File: config.mk
export PLATFORM = sky130hd
export DESIGN_NAME = vfring_seq
export DESIGN_NICKNAME = d
export VERILOG_FILES = /design/src/rtl/vfr_pkg.sv /design/src/rtl/vfr_regs.sv /design/src/rtl/vfr_field_gate.sv /design/src/rtl/vfr_slot_ctr.sv /design/src/rtl/vfr_addr_gen.sv /design/src/rtl/vfring_seq.sv
export SDC_FILE = /design/constraint.sdc
export NUM_CORES = 1
export LEC_CHECK = 0
export ABC_CLOCK_PERIOD_IN_PS = 14800
export BUFFER_PORTS_ARGS = -buffer_cell sky130_fd_sc_hd__buf_2
export CAP_MARGIN = 20
export CORE_MARGIN = 2
export CORE_UTILIZATION = 65
export DETAILED_ROUTE_END_ITERATION = 16
export PLACE_DENSITY = 0.89
export RECOVER_POWER = 100
export SYNTH_ARGS = -nofsm -noshare
export SYNTH_HDL_FRONTEND = slang
export SYNTH_SLANG_ARGS = --single-unit
File: constraint.sdc
create_clock -name clk -period 14.8 [get_ports clk]
set_clock_uncertainty 0.2 [all_clocks]
set_input_delay 2.96 -clock clk [delete_from_list [all_inputs] [get_ports clk]]
set_output_delay 2.96 -clock clk [all_outputs]
set_load 0.02 [all_outputs]
File: src/rtl/vfr_pkg.sv
// Package: shared layout and types for the video field ring sequencer.
// Assumes a 32-bit register word with the count field in the upper half.
package vfr_pkg;
    localparam int REG_W   = 32;   // register word width
    localparam int CNT_LSB = 16;   // completed-field count position
    localparam int LIM_LSB = 0;    // slot-count position

    // half-rate phase: which kind of field the next start selects
    typedef enum logic {
        PH_TAKE = 1'b0,
        PH_SKIP = 1'b1
    } phase_e;
endpackage

File: src/rtl/vfr_regs.sv
// Module: vfr_regs
// Holds the slot-count value and builds the registered read word.
// Assumes CNT_W <= 16 so that both fields fit their half-words.
module vfr_regs
    import vfr_pkg::*;
#(
    parameter int CNT_W = 10
) (
    input  logic                clk,
    input  logic                rst_n,
    input  logic                reg_wr,
    input  logic                reg_rd,
    input  logic [REG_W-1:0]    reg_wdata,
    input  logic [CNT_W-1:0]    done_cnt,
    output logic [CNT_W-1:0]    slot_lim,
    output logic [REG_W-1:0]    reg_rdata
);
    logic [REG_W-1:0] word_c;
    logic             unused_wbits;

    assign unused_wbits = ^{reg_wdata[REG_W-1:LIM_LSB+CNT_W]};

    // load the slot-count field on a write
    always_ff @(posedge clk) begin
        if (!rst_n)
            slot_lim <= '0;
        else if (reg_wr)
            slot_lim <= reg_wdata[LIM_LSB +: CNT_W];
    end

    // assemble the read word with unused bits at zero
    always_comb begin
        word_c                     = '0;
        word_c[CNT_LSB +: CNT_W]   = done_cnt;
        word_c[LIM_LSB +: CNT_W]   = slot_lim;
    end

    // capture the word on a read strobe, hold otherwise
    always_ff @(posedge clk) begin
        if (!rst_n)
            reg_rdata <= '0;
        else if (reg_rd)
            reg_rdata <= word_c;
    end

    assert_wr_load_R1: assert property (@(posedge clk) disable iff (!rst_n)
        reg_wr |=> slot_lim == $past(reg_wdata[LIM_LSB +: CNT_W]));

    assert_lim_hold_R1: assert property (@(posedge clk) disable iff (!rst_n)
        !reg_wr |=> $stable(slot_lim));

    assert_rd_hold_R10: assert property (@(posedge clk) disable iff (!rst_n)
        !reg_rd |=> $stable(reg_rdata));
endmodule

File: src/rtl/vfr_field_gate.sv
// Module: vfr_field_gate
// Half-rate field selector: alternates take/skip on each field start and
// drives store_en for the duration of a taken field.
// Assumes field_start and field_done are single-cycle strobes.
module vfr_field_gate
    import vfr_pkg::*;
(
    input  logic clk,
    input  logic rst_n,
    input  logic exec_en,
    input  logic field_start,
    input  logic field_done,
    output logic store_en,
    output logic advance
);
    phase_e phase_q;

    // toggle phase per field and track whether the open field is stored
    always_ff @(posedge clk) begin
        if (!rst_n || !exec_en) begin
            phase_q  <= PH_TAKE;
            store_en <= 1'b0;
        end else begin
            if (field_done)
                store_en <= 1'b0;
            if (field_start) begin
                store_en <= (phase_q == PH_TAKE);
                phase_q  <= (phase_q == PH_TAKE) ? PH_SKIP : PH_TAKE;
            end
        end
    end

    // a stored field finishing moves the ring forward
    always_comb advance = exec_en && field_done && store_en;

    assert_idle_off_R6: assert property (@(posedge clk) disable iff (!rst_n)
        !exec_en |=> !store_en);

    assert_skip_R4: assert property (@(posedge clk) disable iff (!rst_n)
        (exec_en && field_start && phase_q == PH_SKIP) |=> !store_en);

    assert_take_R4: assert property (@(posedge clk) disable iff (!rst_n)
        (exec_en && field_start && phase_q == PH_TAKE) |=> store_en);

    assert_done_off_R4: assert property (@(posedge clk) disable iff (!rst_n)
        (field_done && !field_start) |=> !store_en);
endmodule

File: src/rtl/vfr_slot_ctr.sv
// Module: vfr_slot_ctr
// Slot index over an (N+1)-slot ring and the completed-field counter.
// Assumes advance is only raised while execution is enabled.
module vfr_slot_ctr #(
    parameter int CNT_W = 10
) (
    input  logic              clk,
    input  logic              rst_n,
    input  logic              exec_en,
    input  logic              disp_mode,
    input  logic              advance,
    input  logic [CNT_W-1:0]  slot_lim,
    output logic [CNT_W-1:0]  slot_idx,
    output logic [CNT_W-1:0]  done_cnt
);
    logic [CNT_W-1:0] eff_lim;
    logic             at_end;

    // display mode collapses the ring to one slot
    always_comb eff_lim = disp_mode ? '0 : slot_lim;
    // index at or past the limit means the next step wraps
    always_comb at_end  = (slot_idx >= eff_lim);

    // step the slot index and the completed count on a stored field end
    always_ff @(posedge clk) begin
        if (!rst_n || !exec_en) begin
            slot_idx <= '0;
            done_cnt <= '0;
        end else if (advance) begin
            slot_idx <= at_end ? '0 : slot_idx + 1'b1;
            done_cnt <= done_cnt + 1'b1;
        end
    end

    assert_wrap_R2: assert property (@(posedge clk) disable iff (!rst_n)
        (exec_en && advance && slot_idx >= eff_lim) |=> slot_idx == '0);

    assert_step_R2: assert property (@(posedge clk) disable iff (!rst_n)
        (exec_en && advance && slot_idx < eff_lim) |=> slot_idx == $past(slot_idx) + 1'b1);

    assert_cnt_step_R5: assert property (@(posedge clk) disable iff (!rst_n)
        (exec_en && advance) |=> done_cnt == $past(done_cnt) + 1'b1);

    assert_cnt_hold_R5: assert property (@(posedge clk) disable iff (!rst_n)
        (exec_en && !advance) |=> $stable(done_cnt) && $stable(slot_idx));

    assert_exec_clear_R6: assert property (@(posedge clk) disable iff (!rst_n)
        !exec_en |=> (slot_idx == '0) && (done_cnt == '0));
endmodule

File: src/rtl/vfr_addr_gen.sv
// Module: vfr_addr_gen
// Converts the slot index into a byte address: base + index * slot size.
// Assumes the product fits the address width (wraps silently otherwise).
module vfr_addr_gen #(
    parameter int CNT_W  = 10,
    parameter int ADDR_W = 32
) (
    input  logic [CNT_W-1:0]   slot_idx,
    input  logic [ADDR_W-1:0]  base_addr,
    input  logic [ADDR_W-1:0]  field_bytes,
    output logic [ADDR_W-1:0]  slot_addr
);
    logic [ADDR_W-1:0] idx_ext;
    logic [ADDR_W-1:0] offset;

    // widen the index and scale it by the slot size
    always_comb begin
        idx_ext   = ADDR_W'(slot_idx);
        offset    = idx_ext * field_bytes;
        slot_addr = base_addr + offset;
    end
endmodule

File: src/rtl/vfring_seq.sv
// Module: vfring_seq (top)
// Video field ring-buffer sequencer: stores every second field into an
// (N+1)-slot ring in memory and reports the completed-field count.
// Assumes one clock domain and single-cycle field strobes.
module vfring_seq
    import vfr_pkg::*;
#(
    parameter int CNT_W  = 10,
    parameter int ADDR_W = 32
) (
    input  logic               clk,
    input  logic               rst_n,
    input  logic               exec_en,
    input  logic               disp_mode,
    input  logic               field_start,
    input  logic               field_done,
    input  logic [ADDR_W-1:0]  base_addr,
    input  logic [ADDR_W-1:0]  field_bytes,
    input  logic               reg_wr,
    input  logic               reg_rd,
    input  logic [REG_W-1:0]   reg_wdata,
    output logic [REG_W-1:0]   reg_rdata,
    output logic [ADDR_W-1:0]  slot_addr,
    output logic               store_en
);
    logic [CNT_W-1:0] slot_lim;
    logic [CNT_W-1:0] slot_idx;
    logic [CNT_W-1:0] done_cnt;
    logic             advance;

    vfr_regs #(.CNT_W(CNT_W)) u_regs (
        .clk       (clk),
        .rst_n     (rst_n),
        .reg_wr    (reg_wr),
        .reg_rd    (reg_rd),
        .reg_wdata (reg_wdata),
        .done_cnt  (done_cnt),
        .slot_lim  (slot_lim),
        .reg_rdata (reg_rdata)
    );

    vfr_field_gate u_gate (
        .clk         (clk),
        .rst_n       (rst_n),
        .exec_en     (exec_en),
        .field_start (field_start),
        .field_done  (field_done),
        .store_en    (store_en),
        .advance     (advance)
    );

    vfr_slot_ctr #(.CNT_W(CNT_W)) u_ctr (
        .clk       (clk),
        .rst_n     (rst_n),
        .exec_en   (exec_en),
        .disp_mode (disp_mode),
        .advance   (advance),
        .slot_lim  (slot_lim),
        .slot_idx  (slot_idx),
        .done_cnt  (done_cnt)
    );

    vfr_addr_gen #(.CNT_W(CNT_W), .ADDR_W(ADDR_W)) u_addr (
        .slot_idx    (slot_idx),
        .base_addr   (base_addr),
        .field_bytes (field_bytes),
        .slot_addr   (slot_addr)
    );

    assert_disp_slot0_R7: assert property (@(posedge clk) disable iff (!rst_n)
        (disp_mode && $past(disp_mode)) |-> slot_addr == base_addr);

    assert_rsvd_zero_R8: assert property (@(posedge clk) disable iff (!rst_n)
        (reg_rdata[31:26] == '0) && (reg_rdata[15:10] == '0));
endmodule

==> results of run 1 <==
==> sequential cells by signal, indices dropped and copies added, names as in the netlist <==
register,count
u_regs.slot_lim,10
u_ctr.slot_idx,10
u_gate.store_en,1
u_ctr.done_cnt,10
u_gate.phase_q,1
u_regs.reg_rdata,20
==> cells by family (layout without fill, tap and decap cells) <==
group	count (synthesis)	in the layout	share of synthesized area
compound gates	88	88	0.0554
xor+xnor	62	62	0.0486
fa+ha+maj	290	290	0.478
buf+inv	327	397	0.114
flops	52	52	0.0932
mux	31	31	0.0278
other cells	1	12	0.000336
simple gates	419	419	0.183
==> final cells by class <==
cell class                 count  area (um2)  share of cell area
multi-input combinational    902        8860               0.741
sequential                    52        1040              0.0870
inverter                     247         927              0.0775
timing repair buffer         142         677              0.0566
tap                          220         275              0.0230
clock buffer                   7         153              0.0128
clock inverter                 1        30.0             0.00251
==> worst max-delay path, delay by kind of cell <==
family,cells,cell delay [ns]
XOR/XNOR,1,0.16
buffers and inverters,5,0.79
AND/OR/NAND/NOR,3,0.60
AO/OA/AOI/OAI,5,1.52
adder cells (fa/ha/maj),6,2.88
==> report_power, final <==
group	total [mW]	internal (mW)	switching, mW
Clock	0.138	0.0890	0.0485
Combinational	0.0904	0.0321	0.0582
Sequential	0.145	0.143	0.00226
Total	0.373	0.264	0.109
==> per-layer routing <==
| metal | part of all wire | vias to the layer above | GRT usage |
|---|---|---|---|
| met5 | 0 | - | 0 |
| met4 | 0.021 | 0 | 0.0978 |
| met3 | 0.066 | 57 | 0.0420 |
| met2 | 0.52 | 320 | 0.502 |
| met1 | 0.39 | 4273 | 0.358 |
| li1 | - | 3921 | - |
==> through the flow <==
| stage | power [mW] | setup slack [ns] | util | cell area (um2) |
|---|---|---|---|---|
| final | 0.373 | 2.69 | 0.716 | 12000 |
| after CTS | 0.375 | 3.35 | 0.722 | 12100 |
| after detailed placement | 0.239 | 3.37 | 0.711 | 11900 |
| after global placement | 0.236 | 3.46 | 0.711 | 11900 |
| after floorplan | 0.210 | 3.85 | - | 11200 |
| after global routing | 0.389 | 2.49 | 0.716 | 12000 |
==> final timing paths <==
path	startpoint	end	slack, ns	cells after the start
worst max-delay path	field_bytes[9]	slot_addr[31]	2.69	20
worst min register to register	u_ctr.done_cnt[8]$_SDFFE_PP0P_	u_ctr.done_cnt[8]$_SDFFE_PP0P_	0.31	2
worst min-delay path	u_ctr.done_cnt[8]$_SDFFE_PP0P_	u_ctr.done_cnt[8]$_SDFFE_PP0P_	0.31	2
worst max register to register	u_ctr.slot_idx[0]$_SDFFE_PP0P_	u_ctr.slot_idx[6]$_SDFFE_PP0P_	11.07	11
==> layout by cell type (no fill, tap or decap), types with 4 or more instances in the layout <==
| cell type | n |
|---|---|
| a211oi_1 | 14 |
| a21o_1 | 5 |
| a21oi_1 | 25 |
| a31oi_1 | 5 |
| and2_1 | 100 |
| and3_1 | 8 |
| buf_2 | 85 |
| buf_4 | 7 |
| clkbuf_1 | 49 |
| clkbuf_16 | 5 |
| conb_1 | 12 |
| dfxtp_1 | 52 |
| fa_1 | 228 |
| ha_1 | 62 |
| inv_1 | 247 |
| mux2i_1 | 31 |
| nand2_1 | 199 |
| nand2b_1 | 12 |
| nand3_1 | 9 |
| nand4_1 | 6 |
| nor2_1 | 35 |
| nor2b_1 | 34 |
| nor3_1 | 4 |
| o21a_1 | 4 |
| o21ai_0 | 17 |
| o21bai_1 | 5 |
| xnor2_1 | 41 |
| xor2_1 | 21 |
==> impl_results.md, run 1 <==
- Synth cell count leaders: inv_1 (247), fa_1 (228), nand2_1 (199)
- Finished Layout Cells: 1,571
- GRT Residual Overflow: 0
- WP data required: 11.64 ns
- Layout overhead on the synthesized area: 7.04%
- Crit Path Max Fanout: 10
- Status: finished, final reports clean
- Average routed wire per standard cell: 15.6 um
- DIE AREA: between 0.015 and 0.02 mm2
- CP Class: in2out
- CTS clk-pin slew, worst paths: 0.07 ns
- Tmin final: 12.11 ns
- Final period util: 0.818
- Most instantiated library cell after synthesis: inv_1
- CTS Hold Bufs: 0
- CTS max path bufs: 2
- Initial antenna violation count: 0
- Setup TNS: 0 ns
- Post-synth EDFFs: 0
- Synth top area cells: fa_1 (41%), dfxtp_1 (9.3%), inv_1 (8.3%), ha_1 (6.9%), nand2_1 (6.7%)
- CTS root buf: clkbuf_16
- Number of I/O port buffers: about 130
- Cell area after synthesis: 0.0112 mm2
- Residual DRC: 0
- Largest net degree at the start of global routing: 38
- Initial DRC Count: about 560
- CP startpoint kind: input pin
- Fraction of registers with async set/reset: 0
- CTS tree: yes
- CP arrival: 8.95 ns
- DP HPWL: a little over 20 mm
- Min Hold Slack: 0.306 ns
- # setup viols final: 0
- Avg Cell Area, Syn: a little under 9 um2
- Synth warn: 0
- Fin nets: 1,744
- Maximum VDD drop: between 0.00006 and 0.00007 V
- Max Cap Viol: 0
- Synth Flop Type: dfxtp_1
- Yosys reg bits: 52
- Vias per cell: 5.46
- Routed Wire Length: 24.5 mm
- Clk sinks: 52
- Core Area: ~0.017 mm2
- Share of the synthesized area in the top cell type: 0.408
- Critical Path Most Common Cell: fa_1
- Fillers: 1,236
- Vias in the first global route: 9,304
- Die width: 135 um
- Starting Density: 0.669
- Total global-route track usage: 0.284
- Pleak: between 6 and 7 nW
- Placed cells: approximately 1.6k
- Headroom to the max-slew limit: 0.0174
- Post-CTS Setup Inserts: 0
- Gpl congestion: between 0.9 and 1
- CP Capture Type: output pin
- CP peak stage delay: approximately 0.60 ns
- Number of diodes: 0
- First-pass GRT wire length: 41.8 mm
- Die Ht: 135 um
- Io pins: 169
- Synth Instances: 1,270
- Worst-skew pair later-pin latency: 0.29 ns
- H-tree Lvls: 2
- Register area share after synthesis: 0.0932
- Post-synth top area cell: fa_1
- Post-synthesis cell type count: 52
- Cell Rows: 47
- Hold Path Class: reg2reg
- DRT Pass-1 Iters: 6
- Via Count: between 8k and 9k
- CTS-repair resized insts: 0
- CP cell instances: clkbuf_1, nand2_1, fa_1, inv_1, fa_1, fa_1, fa_1, inv_1, fa_1, inv_1, ha_1, and4_4, and3_1, a31oi_1, o221ai_1, o221ai_1, o2111ai_1, a21oi_1, xnor2_1, clkbuf_1
- Worst path slowest cell: o221ai_1
- Fmax: between 80 and 90 MHz
- Slew @ Worst Pin: 1.47 ns
- Hold Vio Cnt, Final: 0
- CTS Buf Count: 5
- Share of layout cells above drive strength 1: 0.0814
- Power density over the cells: between 30 and 40 mW/mm2
- RSZ-0062 raised after global routing: no
- Post-route ant nets: 0
- Max-slew violations: 0
Note: power is estimated with default switching activity, not from simulation.
==> run 2, diff against run 1 <==
--- a/config.mk
+++ b/config.mk
@@ -5,13 +5,13 @@
 export SDC_FILE = /design/constraint.sdc
 export NUM_CORES = 1
 export LEC_CHECK = 0
-export ABC_CLOCK_PERIOD_IN_PS = 14800
+export ABC_CLOCK_PERIOD_IN_PS = 10400
 export BUFFER_PORTS_ARGS = -buffer_cell sky130_fd_sc_hd__buf_2
 export CAP_MARGIN = 20
 export CORE_MARGIN = 2
-export CORE_UTILIZATION = 65
+export CORE_UTILIZATION = 54
 export DETAILED_ROUTE_END_ITERATION = 16
-export PLACE_DENSITY = 0.89
+export PLACE_DENSITY = 0.79
 export RECOVER_POWER = 100
 export SYNTH_ARGS = -nofsm -noshare
 export SYNTH_HDL_FRONTEND = slang
==> constraint.sdc (replaced) <==
create_clock -name clk -period 10.4 [get_ports clk]
set_clock_uncertainty 0.2 [all_clocks]
set_input_delay 2.08 -clock clk [delete_from_list [all_inputs] [get_ports clk]]
set_output_delay 2.08 -clock clk [all_outputs]
set_load 0.02 [all_outputs]
==> run 2 against run 1 <==
  * Sequential power rose by 42%
  * Critical path depth rose by 1
  * Via count fell by 2.3%
  * Power rose by 40%
  * Combinational power rose by 42%
  * Final cell count rose by 3.3%
  * First-iteration DRC count fell by 22%
  * Die area rose by 20%
  * Non-clock buffer count rose by 2
  * Clock power rose by 36%
  * Utilization fell by 12 points
==> impl_results.md, run 2 (synthesis gave the netlist of run 1 again) <==
- Status: finished, final reports clean
- Tmin final: 9.88 ns
- Worst-skew pair later-pin latency: 0.29 ns (about the same)
- Via Count: 8,372 (-2.3%)
- Clk sinks: 52 (unchanged)
- Pre-CTS WS: 0.697 ns (-2.67 ns)
- Vias in the first global route: 8,965 (-3.6%)
- Max-slew violations: 0 (unchanged)
- Fillers: 1,788 (+45%)
- Largest register FFs: 20 (unchanged)
- DIE AREA: 0.0219 mm2 (+20%)
- DRT Pass-1 Iters: 5 (-1)
- Sequential Power Share: 0.396 (+0.007)
- Initial DRC Count: 441 (-22%)
- Starting Density: 0.550 (-0.119)
- Setup TNS: 0 ns (unchanged)
- Crit Path Max Fanout: 10 (unchanged)
- First-pass GRT wire length: 42.1 mm (+0.53%)
- Sequential Area: 0.00104 mm2 (unchanged)
- Final period util: 0.950
- Io pins: 169 (unchanged)
- Headroom to the max-slew limit: 0.0254 (+0.00805)
- Switch share: 0.305 (+0.0128)
- # setup viols final: 0 (unchanged)
- CP arrival: 7.60 ns (-1.35 ns)
- Clock power frac: 0.359 (-0.010)
- Average routed wire per standard cell: 14.9 um (-4.4%)
- Number of diodes: 0 (unchanged)
- Vias per cell: 5.16 (-5.5%)
- Psw: 0.159 mW (+46%)
- Power density over the cells: 43.2 mW/mm2 (+39%)
- CTS clk-pin slew, worst paths: 0.07 ns (about the same)
- CTS root buf: clkbuf_16
- Tot Pwr: 0.520 mW (+40%)
- Hold Vio Cnt, Final: 0 (unchanged)
- CP startpoint kind: input pin
- GRT Residual Overflow: 0 (unchanged)
- CTS Buf Count: 5 (unchanged)
- Cell Rows: 52 (+11%)
- Residual DRC: 0 (unchanged)
- DP HPWL: 20.2 mm (+0.28%)
- Design internal power: 0.362 mW (+37%)
- Fin nets: 1,746 (+0.11%)
- H-tree Lvls: 2 (unchanged)
- CTS Hold Bufs: 0 (unchanged)
- CTS max path bufs: 2 (unchanged)
- Share of layout cells above drive strength 1: 0.0872 (+0.00579)
- Area of the multi-input gates: 0.00889 mm2 (+0.31%)
- Max Cap Viol: 0 (unchanged)
- WP data required: 8.12 ns (-3.52 ns)
- Most common cell after layout, fill and taps aside: inv_1
- Gpl congestion: 0.854 (-5.6%)
- Maximum VDD drop: 0.000105 V (+71%)
- Combinational Power Share: 0.245 (+0.003)
- Final WS setup: 0.521 ns (-2.17 ns)
- Post-Route Utilization: 0.594 (-0.123)
- Total global-route track usage: 0.234 (-0.0494)
- CTS-repair resized insts: 0 (unchanged)
- Slew @ Worst Pin: 1.46 ns (-0.0121 ns)
- Fmax: 101 MHz
- Number of I/O port buffers: 134 (unchanged)
- CP Class: in2out
- Initial antenna violation count: 0 (unchanged)
- Layout overhead on the synthesized area: 7.82%
- Pleak: 6.03 nW (about the same)
- Core Area: 0.0203 mm2 (+22%)
- CP Capture Type: output pin
- Die width: 148 um (+9.4%)
- Register with the most flip-flops: u_regs.reg_rdata
- Post-route ant nets: 0 (unchanged)
- Hold Path Class: reg2reg
- Most frequent cells in the layout: inv_1 (247), fa_1 (228), nand2_1 (199)
- Largest net degree at the start of global routing: 32 (-16%)
- RSZ-0062 raised after global routing: no
- CTS tree: yes
- Die Ht: 148 um (+9.4%)
- Post-CTS Setup Inserts: 0 (unchanged)
- Routed Wire Length: 24.2 mm (-1.2%)
run 2: layout make-up:
class | instances | share of cell area
clock buffer | 5 | 0.0104
clock inverter | 3 | 0.00353
inverter | 247 | 0.0770
multi-input combinational | 902 | 0.738
sequential | 52 | 0.0864
tap | 270 | 0.0280
timing repair buffer | 144 | 0.0571
run 2: power by group through the flow:
stage                     sequential (mW)  clock, mW  combinational (mW)
after floorplan                     0.212          0              0.0872
after global placement              0.211          0               0.127
after detailed placement            0.211          0               0.129
after CTS                           0.206      0.187               0.130
after global routing                0.207      0.194               0.143
final                               0.206      0.187               0.128
run 2: per-layer routing:
layer  track usage  vias to the layer above  part of all wire  wire, um
li1              -                     3927                 -         -
met1         0.301                     4165              0.41      9880
met2         0.430                      249              0.52     12500
met3        0.0327                       31             0.062      1500
met4        0.0405                        0             0.012       287
met5             0                        -                 0         0
run 2: metrics by stage:
| stage | instance area (um2) | hold slack [ns] | cells |
|---|---|---|---|
| global route | 12000 | 0.340 | 1623 |
| CTS | 12100 | 0.302 | 1623 |
| global placement | 12000 | 0.279 | 1615 |
| finish | 12000 | 0.304 | 1623 |
| detailed placement | 12000 | 0.292 | 1615 |
| floorplan | 11200 | 0.253 | 1281 |
run 2: worst paths after layout:
kind | startpoint | to | slack [ns] | cells past startpoint
max | field_bytes[3] | slot_addr[28] | 0.52 | 21
min | u_ctr.done_cnt[8]$_SDFFE_PP0P_ | u_ctr.done_cnt[8]$_SDFFE_PP0P_ | 0.30 | 2
max reg2reg | u_ctr.slot_idx[0]$_SDFFE_PP0P_ | u_ctr.slot_idx[3]$_SDFFE_PP0P_ | 6.75 | 11
min reg2reg | u_ctr.done_cnt[8]$_SDFFE_PP0P_ | u_ctr.done_cnt[8]$_SDFFE_PP0P_ | 0.30 | 2
run 2: critical path: stages:
cell	delay, ns
clkbuf_1	0.24
and2_0	0.26
fa_1	0.48
inv_1	0.07
fa_1	0.54
inv_1	0.05
fa_1	0.45
fa_1	0.49
inv_1	0.05
fa_1	0.47
inv_1	0.04
ha_1	0.35
a21oi_1	0.20
nand2_1	0.08
o211ai_1	0.36
a21oi_1	0.22
or3_4	0.46
a31oi_4	0.23
o21bai_2	0.08
xor2_1	0.14
clkbuf_1	0.24
